## src/rtl/ptape_pkg.sv

```systemverilog
package ptape_pkg;

    typedef enum logic [2:0] {
        OP_NONE      = 3'd0,
        OP_PUNCH     = 3'd1,
        OP_FEED      = 3'd2,
        OP_FETCH     = 3'd3,
        OP_STATUS    = 3'd4,
        OP_STATUS_CLR = 3'd5
    } op_e;

    typedef enum logic [1:0] {
        HS_IDLE = 2'd0,
        HS_REQ  = 2'd1,
        HS_REL  = 2'd2
    } hs_state_e;

    // Packed MSB first: bit0 is punch busy, bit5 is reader not ready.
    typedef struct packed {
        logic rdr_nrdy;
        logic rdr_done;
        logic rdr_busy;
        logic pun_nrdy;
        logic pun_done;
        logic pun_busy;
    } status_t;

    localparam int STATUS_W = $bits(status_t);
    localparam int NUM_CHAN = 2;

    function automatic logic hs_can_start(hs_state_e st, logic nrdy, logic ack);
        return (st == HS_IDLE) && !nrdy && !ack;
    endfunction

endpackage

```

## src/rtl/ptape_hs_chan.sv

```systemverilog
module ptape_hs_chan
    import ptape_pkg::*;
#(
    parameter int CHAR_W     = 8,
    parameter bit CAPTURE_IN = 1'b0
) (
    input  logic              clk,
    input  logic              rst,
    input  logic              start,
    input  logic              dev_nrdy,
    input  logic              dev_ack,
    input  logic [CHAR_W-1:0] cmd_char,
    input  logic [CHAR_W-1:0] dev_char,
    output logic              dev_req,
    output logic [CHAR_W-1:0] char_q,
    output logic              busy,
    output logic              done
);

    hs_state_e   st;
    logic        accept;
    logic        load_en;
    logic [CHAR_W-1:0] load_val;

    assign accept = start && hs_can_start(st, dev_nrdy, dev_ack);

    always_ff @(posedge clk) begin
        if (rst) begin
            st <= HS_IDLE;
        end else begin
            unique case (st)
                HS_IDLE: if (accept)   st <= HS_REQ;
                HS_REQ:  if (dev_ack)  st <= HS_REL;
                HS_REL:  if (!dev_ack) st <= HS_IDLE;
                default:               st <= HS_IDLE;
            endcase
        end
    end

    assign dev_req = (st == HS_REQ);
    assign busy    = (st != HS_IDLE);
    assign done    = (st == HS_REL) && !dev_ack;

    // Reader variant samples the device bits at acknowledge;
    // punch variant latches the processor character at start.
    generate
        if (CAPTURE_IN) begin : g_capture
            assign load_en  = (st == HS_REQ) && dev_ack;
            assign load_val = dev_char | (cmd_char & '0);
        end else begin : g_drive
            assign load_en  = accept;
            assign load_val = cmd_char | (dev_char & '0);
        end
    endgenerate

    always_ff @(posedge clk) begin
        if (rst) begin
            char_q <= '0;
        end else if (load_en) begin
            char_q <= load_val;
        end
    end

endmodule

```

## src/rtl/ptape_status.sv

```systemverilog
module ptape_status
    import ptape_pkg::*;
(
    input  logic    clk,
    input  logic    rst,
    input  logic    pun_busy,
    input  logic    pun_done,
    input  logic    pun_nrdy,
    input  logic    rdr_busy,
    input  logic    rdr_done,
    input  logic    rdr_nrdy,
    input  logic    clr_done,
    output status_t status,
    output logic    irq_punch,
    output logic    irq_reader
);

    logic [NUM_CHAN-1:0] done_set;
    logic [NUM_CHAN-1:0] done_q;

    assign done_set = {rdr_done, pun_done};

    generate
        for (genvar i = 0; i < NUM_CHAN; i++) begin : g_flag
            always_ff @(posedge clk) begin
                if (rst) begin
                    done_q[i] <= 1'b0;
                end else if (done_set[i]) begin
                    done_q[i] <= 1'b1;
                end else if (clr_done) begin
                    done_q[i] <= 1'b0;
                end
            end
        end
    endgenerate

    always_comb begin
        status          = '0;
        status.pun_busy = pun_busy;
        status.pun_done = done_q[0];
        status.pun_nrdy = pun_nrdy;
        status.rdr_busy = rdr_busy;
        status.rdr_done = done_q[1];
        status.rdr_nrdy = rdr_nrdy;
    end

    assign irq_punch  = done_q[0];
    assign irq_reader = done_q[1];

endmodule

```

## src/rtl/ptape_ctrl.sv

```systemverilog
module ptape_ctrl
    import ptape_pkg::*;
#(
    parameter int CHAR_W = 8
) (
    input  logic              clk,
    input  logic              rst,
    input  logic              cmd_valid,
    input  logic [2:0]        cmd_op,
    input  logic [CHAR_W-1:0] cmd_wdata,
    output logic              rsp_valid,
    output logic [CHAR_W-1:0] rsp_data,
    output logic              irq_punch,
    output logic              irq_reader,
    output logic              pun_req,
    output logic [CHAR_W-1:0] pun_data,
    input  logic              pun_ack,
    input  logic              pun_nrdy,
    output logic              rdr_req,
    input  logic              rdr_ack,
    input  logic [CHAR_W-1:0] rdr_data,
    input  logic              rdr_nrdy
);

    op_e     op;
    logic    go_punch, go_feed, do_fetch, do_status, do_clr;
    logic    pun_busy, pun_done, rdr_busy, rdr_done;
    logic [CHAR_W-1:0] rdr_char;
    status_t status;

    assign op        = op_e'(cmd_op);
    assign go_punch  = cmd_valid && (op == OP_PUNCH);
    assign go_feed   = cmd_valid && (op == OP_FEED);
    assign do_fetch  = cmd_valid && (op == OP_FETCH);
    assign do_clr    = cmd_valid && (op == OP_STATUS_CLR);
    assign do_status = cmd_valid && ((op == OP_STATUS) || (op == OP_STATUS_CLR));

    ptape_hs_chan #(.CHAR_W(CHAR_W), .CAPTURE_IN(1'b0)) u_punch (
        .clk      (clk),
        .rst      (rst),
        .start    (go_punch),
        .dev_nrdy (pun_nrdy),
        .dev_ack  (pun_ack),
        .cmd_char (cmd_wdata),
        .dev_char ('0),
        .dev_req  (pun_req),
        .char_q   (pun_data),
        .busy     (pun_busy),
        .done     (pun_done)
    );

    ptape_hs_chan #(.CHAR_W(CHAR_W), .CAPTURE_IN(1'b1)) u_reader (
        .clk      (clk),
        .rst      (rst),
        .start    (go_feed),
        .dev_nrdy (rdr_nrdy),
        .dev_ack  (rdr_ack),
        .cmd_char ('0),
        .dev_char (rdr_data),
        .dev_req  (rdr_req),
        .char_q   (rdr_char),
        .busy     (rdr_busy),
        .done     (rdr_done)
    );

    ptape_status u_status (
        .clk        (clk),
        .rst        (rst),
        .pun_busy   (pun_busy),
        .pun_done   (pun_done),
        .pun_nrdy   (pun_nrdy),
        .rdr_busy   (rdr_busy),
        .rdr_done   (rdr_done),
        .rdr_nrdy   (rdr_nrdy),
        .clr_done   (do_clr),
        .status     (status),
        .irq_punch  (irq_punch),
        .irq_reader (irq_reader)
    );

    always_ff @(posedge clk) begin
        if (rst) begin
            rsp_valid <= 1'b0;
            rsp_data  <= '0;
        end else begin
            rsp_valid <= do_fetch || do_status;
            if (do_fetch) begin
                rsp_data <= rdr_char;
            end else if (do_status) begin
                rsp_data <= CHAR_W'(status);
            end
        end
    end

endmodule

```

## config.mk

```make
export PLATFORM = sky130hd
export DESIGN_NAME = ptape_ctrl
export DESIGN_NICKNAME = d
export VERILOG_FILES = /design/src/rtl/ptape_pkg.sv /design/src/rtl/ptape_hs_chan.sv /design/src/rtl/ptape_status.sv /design/src/rtl/ptape_ctrl.sv
export SDC_FILE = /design/constraint.sdc
export NUM_CORES = 1
export LEC_CHECK = 0
export ABC_AREA = 1
export BUFFER_PORTS_ARGS = -buffer_cell sky130_fd_sc_hd__buf_2
export CORE_UTILIZATION = 43
export CTS_CLUSTER_SIZE = 14
export DETAILED_ROUTE_END_ITERATION = 12
export PLACE_DENSITY_LB_ADDON = 0.15
export SLEW_MARGIN = 20
export SYNTH_ARGS = -nofsm -noshare
export SYNTH_HDL_FRONTEND = slang
export SYNTH_SLANG_ARGS = --single-unit
```

## constraint.sdc

```tcl
create_clock -name clk -period 0.9 [get_ports clk]
set_input_delay 0.09 -clock clk [delete_from_list [all_inputs] [get_ports clk]]
set_output_delay 0.09 -clock clk [all_outputs]
set_load 0.02 [all_outputs]
```

==> results of run 1 <==
logic make-up (layout without fill, tap and decap cells):
logic type	Yosys count	after routing	synth area share, %
AND/OR/NAND/NOR	95	97	31.76
buffers and inverters	33	104	9.613
AO/OA/AOI/OAI	31	31	11.88
flip-flops	31	31	46.75
cells in the mapped netlist (all sizes together):
master  instances
nand2          46
o21ai          10
inv            29
nor2           30
a211oi          1
buf             3
dfxtp          31
nand4           1
nor3            2
nand3          16
clkbuf          1
a21oi          20
metrics by stage:
stage / power, uW / std cells / setup slack, ns / area, sq um
floorplan: 1577 / 190 / -0.1681 / 1345
global placement: 1703 / 275 / -0.1069 / 1679
detailed placement: 1705 / 275 / -0.09783 / 1679
CTS: 2640 / 289 / -0.1989 / 1989
global route: 2783 / 294 / -0.2399 / 2155
finish: 2673 / 294 / -0.2062 / 2155
report_power, final:
group	switching (uW)	total [uW]	internal (uW)
logic	205	357	152
clock network	453	912	459
registers	12.7	1400	1390
total	671	2670	2000
routing by layer:
metal | GRT usage (%) | routed length, um
met1 | 25.71 | 1541
met2 | 41.53 | 1901
met3 | 4.762 | 181
met4 | 8.362 | 96
met5 | 0 | 0
registers in the layout (all words and copies together) (netlist names):
name and count:
u_punch.char_q 8, u_status.irq_punch 1, rsp_data 8, u_punch.st 2, u_reader.st 2, u_reader.char_q 8, u_status.irq_reader 1, rsp_valid 1
worst paths after layout:
check	end
max	rdr_req
min	u_reader.char_q[0]
max reg2reg	u_punch.char_q[5]
min reg2reg	u_reader.char_q[2]
worst min-delay path, delay by kind of cell:
family | cells | cell delay, ns
AO/OA/AOI/OAI | 1 | 0.04
buffers and inverters | 1 | 0.10
AND/OR/NAND/NOR | 1 | 0.06
cell type report:
type                       count  area [sq um]
clock buffer                   8         68.82
fill                         207         674.4
inverter                      29         116.4
multi-input combinational    128         742.0
sequential                    31         650.6
tap                           31         38.79
timing repair buffer          67         538.0
timing repair:
| action | CTS | global route |
|---|---|---|
| cloned | 2 | 0 |
| hold buffers | 0 | 0 |
| setup endpoints to repair | 39 | 42 |
| buffers inserted | 6 | 8 |
| pin swaps | 6 | 16 |
| resized for setup | 71 | 40 |
| hold endpoints to repair | 0 | 0 |
==> results.py, run 1 <==
metrics = {
    "finish": {
        "syn_to_final_growth_pct": 62.30,
        "fin_nets": 288,
        "drive_above_1_share_pct": 53.23,
        "mostFrequentLayoutCell": "nand2_1",
        "antenna_cells": 0,
        "fin_util_pct": 76.16,
        "final_cell_mix": "nand2_1, buf_6, buf_2",
    },
    "worst_setup_path": {
        "worstPathRequired_ns": 0.81,
        "cp_num_buf_inv": 3,
        "cpMostUsedCell": "buf_6",
        "r2r_slack_ns": -0.16,
        "critPathArrivalTime_ns": 1.02,
        "start_kind": "flip-flop",
        "path_depth": 4,
        "timing.rr.start": "u_punch.st[1]",
        "critPathCaptureType": "output port",
        "startpoint": "u_reader.st[0]",
        "path_max_fanout": 2,
        "slowest_stage": "dfxtp_2",
        "crit_type": "flip-flop to output port",
        "max_stage_delay_ns": 0.34,
        "path_delay_family": "flip-flops",
        "crit_chain": "inv_2 > nor2_4 > buf_6 > buf_6",
        "rr_worst_depth": 7,
    },
    "power": {
        "power.density_nw_per_um2": 1240,
        "p_leak_uw": 0.0009556,
        "ir_worst_vdd_mv": 1.052,
    },
    "routing": {
        "drt_iter0_markers": 49,
        "wl_per_cell_um": 12.65,
        "ant_nets": 0,
        "dr.pass1.iters": 8,
        "wirelength_um": 3720,
        "vias_per_cell": 5.007,
        "vias": 1472,
        "drc": 4,
    },
    "clock_network": {
        "cts_sinks": 31,
        "cts_buffers": 5,
        "cts_tree": "built",
        "cts.clk_slew.worst_paths_ns": 0.09,
        "htreeDepth": 2,
        "cts-root-buf": "clkbuf_4",
        "clock_path_buffers": 2,
        "clock_latency_ns": 0.33,
    },
    "global_routing": {
        "grt_pass1_wl_um": 5671,
        "grt_overflow_total": 0,
        "grt_pass1_vias": 1337,
        "antenna_found_initial": 0,
        "grt_use_total_pct": 22.70,
        "grt_max_degree": 17,
    },
    "yosys": {
        "synthesis.nets": 216,
        "yosysWarnings": 0,
        "synth_top_cell_by_area": "dfxtp_1",
        "synth_top_area_share_pct": 46.75,
        "netlist_instances": 190,
        "mappedNetlistArea_sq_um": 1328,
        "synth.distinct_cells": 17,
        "avgSynthCellArea_sq_um": 6.987,
        "synth.yosys.seq_area_share_pct": 46.75,
        "synth-seq-cells": 31,
        "ys_top_cells_by_area": "dfxtp_1, nand2_1, a21oi_1",
    },
    "die": {
        "fp.dieH_um": 57.57,
        "die_area_sq_um": 3314,
        "coreArea_sq_um": 2829,
        "initial_core_util_pct": 46.93,
        "rows": 19,
        "die_w_um": 57.57,
        "ios": 47,
    },
    "placement": {
        "hpwl_um": 2238,
        "place_congestion": 0.7582,
        "port_buffers": 46,
    },
    "sta": {
        "rsz0062_at_grt": "true",
        "period_needed_ns": 1.106,
        "finalSetupViolations": 21,
        "tightest_slew_ns": 0.3181,
        "clock_skew_ns": 0.005637,
        "tns_ns": -2.303,
        "max_freq_ghz": 0.9040,
        "final_max_slew_viol_count": 0,
        "finalHoldViolCount": 0,
        "whs_ns": 0.008006,
        "finalCritPeriodShare_pct": 122.9,
        "timing.slew.headroom_pct": 78.77,
        "setup_ws_ns": -0.2062,
    },
    "job": {
        "maxCapViolCount": 0,
    },
    "min_path": {
        "hp-class": "primary input to flip-flop",
        "hold_start": "rdr_data[0]",
        "hold_path_depth": 3,
    },
    "outcome": {
        "status": "finished, violations left",
        "violations": "design-rule violations, negative setup slack",
    },
}
Note: power is estimated with default switching activity, not from simulation.
==> run 2: changes to the inputs <==
--- a/config.mk
+++ b/config.mk
@@ -11,6 +11,7 @@
 export CTS_CLUSTER_SIZE = 14
 export DETAILED_ROUTE_END_ITERATION = 12
 export PLACE_DENSITY_LB_ADDON = 0.15
+export REMOVE_ABC_BUFFERS = 1
 export SLEW_MARGIN = 20
 export SYNTH_ARGS = -nofsm -noshare
 export SYNTH_HDL_FRONTEND = slang
==> run 2 against run 1 <==
The flow still finishes with violations (design-rule violations, negative setup slack). First-iteration DRC count grew 96%. Worst setup slack better by 0.0029 ns. Clock-buffer cell count down 2. Critical path type unchanged.
==> results.py, run 2 (same netlist as run 1, synthesis figures left out) <==
metrics = {
    "outcome": {
        "status": "finished, violations left",
        "violations": "design-rule violations, negative setup slack",
    },
    "die": {
        "initial_core_util_pct": 46.93,
        "die_w_um": 57.57,
        "die_area_sq_um": 3314,
        "fp.dieH_um": 57.57,
        "rows": 19,
        "coreArea_sq_um": 2829,
        "ios": 47,
    },
    "routing": {
        "wl_per_cell_um": 12.45,
        "drc": 2,
        "ant_nets": 0,
        "vias_per_cell": 5.037,
        "wirelength_um": 3710,
        "dr.pass1.iters": 8,
        "drt_iter0_markers": 96,
        "vias": 1501,
    },
    "global_routing": {
        "grt_pass1_vias": 1370,
        "grt_max_degree": 17,
        "grt_overflow_total": 0,
        "grt_use_total_pct": 24.12,
        "grt_pass1_wl_um": 5982,
        "antenna_found_initial": 0,
    },
    "finish": {
        "largestRegisters": "rsp_data: 8 flops, u_punch.char_q: 8 flops, u_reader.char_q: 8 flops",
        "syn_to_final_growth_pct": 64.18,
        "final_area_sq_um": 2180,
        "mostFrequentLayoutCell": "nand2_1",
        "antenna_cells": 0,
        "fin_nets": 292,
        "drive_above_1_share_pct": 52.81,
        "fin_util_pct": 77.05,
        "final_cell_mix": "nand2_1, buf_2, buf_6",
    },
    "sta": {
        "setup_ws_ns": -0.2032,
        "finalCritPeriodShare_pct": 122.6,
        "period_needed_ns": 1.103,
        "tightest_slew_ns": 0.2710,
        "clock_skew_ns": 0.006542,
        "rsz0062_at_grt": "true",
        "timing.slew.headroom_pct": 81.88,
        "tns_ns": -2.505,
        "finalHoldViolCount": 0,
        "whs_ns": 0.02310,
        "final_max_slew_viol_count": 0,
        "finalSetupViolations": 22,
        "max_freq_ghz": 0.9064,
    },
    "power": {
        "swShare_pct": 24.06,
        "ir_worst_vdd_mv": 1.134,
        "p_sw_uw": 699.2,
        "combPwrFrac_pct": 12.4,
        "seqPwrFrac_pct": 48.3,
        "p_int_uw": 2207,
        "power.density_nw_per_um2": 1333,
        "power_frac_clock_pct": 39.3,
        "p_leak_uw": 0.0009820,
    },
    "placement": {
        "place_congestion": 0.7679,
        "dpl_cell_area_sq_um": 1740,
        "port_buffers": 46,
        "dp_slack_ns": -0.1465,
        "hpwl_um": 2236,
    },
    "clock_network": {
        "cts_sinks": 31,
        "cts-root-buf": "clkbuf_4",
        "cts_hold_buffers": 0,
        "clock_latency_ns": 0.32,
        "cts.clk_slew.worst_paths_ns": 0.09,
        "clock_path_buffers": 2,
        "htreeDepth": 2,
        "cts_tree": "built",
        "cts_buffers": 5,
    },
    "worst_setup_path": {
        "crit_type": "flip-flop to output port",
        "critPathArrivalTime_ns": 1.01,
        "critPathCaptureType": "output port",
        "start_kind": "flip-flop",
        "worstPathRequired_ns": 0.81,
        "path_max_fanout": 2,
    },
    "job": {
        "maxCapViolCount": 0,
    },
    "min_path": {
        "hp-class": "primary input to flip-flop",
    },
}
run 2: per-stage QoR:
step | std cells | power [uW]
detailed placement | 283 | 1727
floorplan | 186 | 1562
CTS | 297 | 2889
finish | 298 | 2906
global route | 298 | 3019
global placement | 283 | 1723
run 2: power by group through the flow:
stage / Clock, uW / Sequential [uW] / Combinational (uW)
floorplan: 0 / 1450 / 109
global placement: 0 / 1430 / 293
detailed placement: 0 / 1430 / 296
CTS: 1150 / 1400 / 336
global route: 1220 / 1410 / 391
finish: 1140 / 1400 / 360
run 2: critical path, stage by stage (launching register included):
cell	delay [ns]
dfxtp_2	0.34
inv_2	0.04
nor2_4	0.09
buf_6	0.11
buf_6	0.10
run 2: worst paths after layout:
path	start	end	slack, ns	cells past startpoint
setup / recovery	u_reader.st[0]	rdr_req	-0.20	4
hold / removal	rdr_data[2]	u_reader.char_q[2]	0.02	3
setup reg to reg	u_punch.st[0]	u_punch.char_q[0]	-0.15	7
hold reg to reg	u_reader.char_q[5]	u_reader.char_q[5]	0.46	2
run 2: what timing repair did:
item / 4_1_cts / 5_1_grt
gates resized for setup: 76 / 32
setup endpoints to repair: 39 / 44
gates cloned: 2 / 0
pin swaps: 13 / 16
buffers inserted: 4 / 3
run 2: final cells by class:
cell class	count	area (sq um)
Timing Repair Buffer	71	580.6
Clock buffer	6	51.30
Tap cell	31	38.79
Sequential cell	31	650.6
Inverter	29	113.9
Clock inverter	2	35.03
Fill cell	209	649.4
Multi-Input combinational cell	128	709.4
run 2: layer usage:
metal  vias to the layer above  part of all wire [%]  global-route usage, %
met1                       690                    44                  29.65
met5                         -                     0                      0
li1                        754                     -                      -
met4                         0                   1.6                  11.50
met3                        10                   5.0                  6.349
met2                        47                    49                  39.20
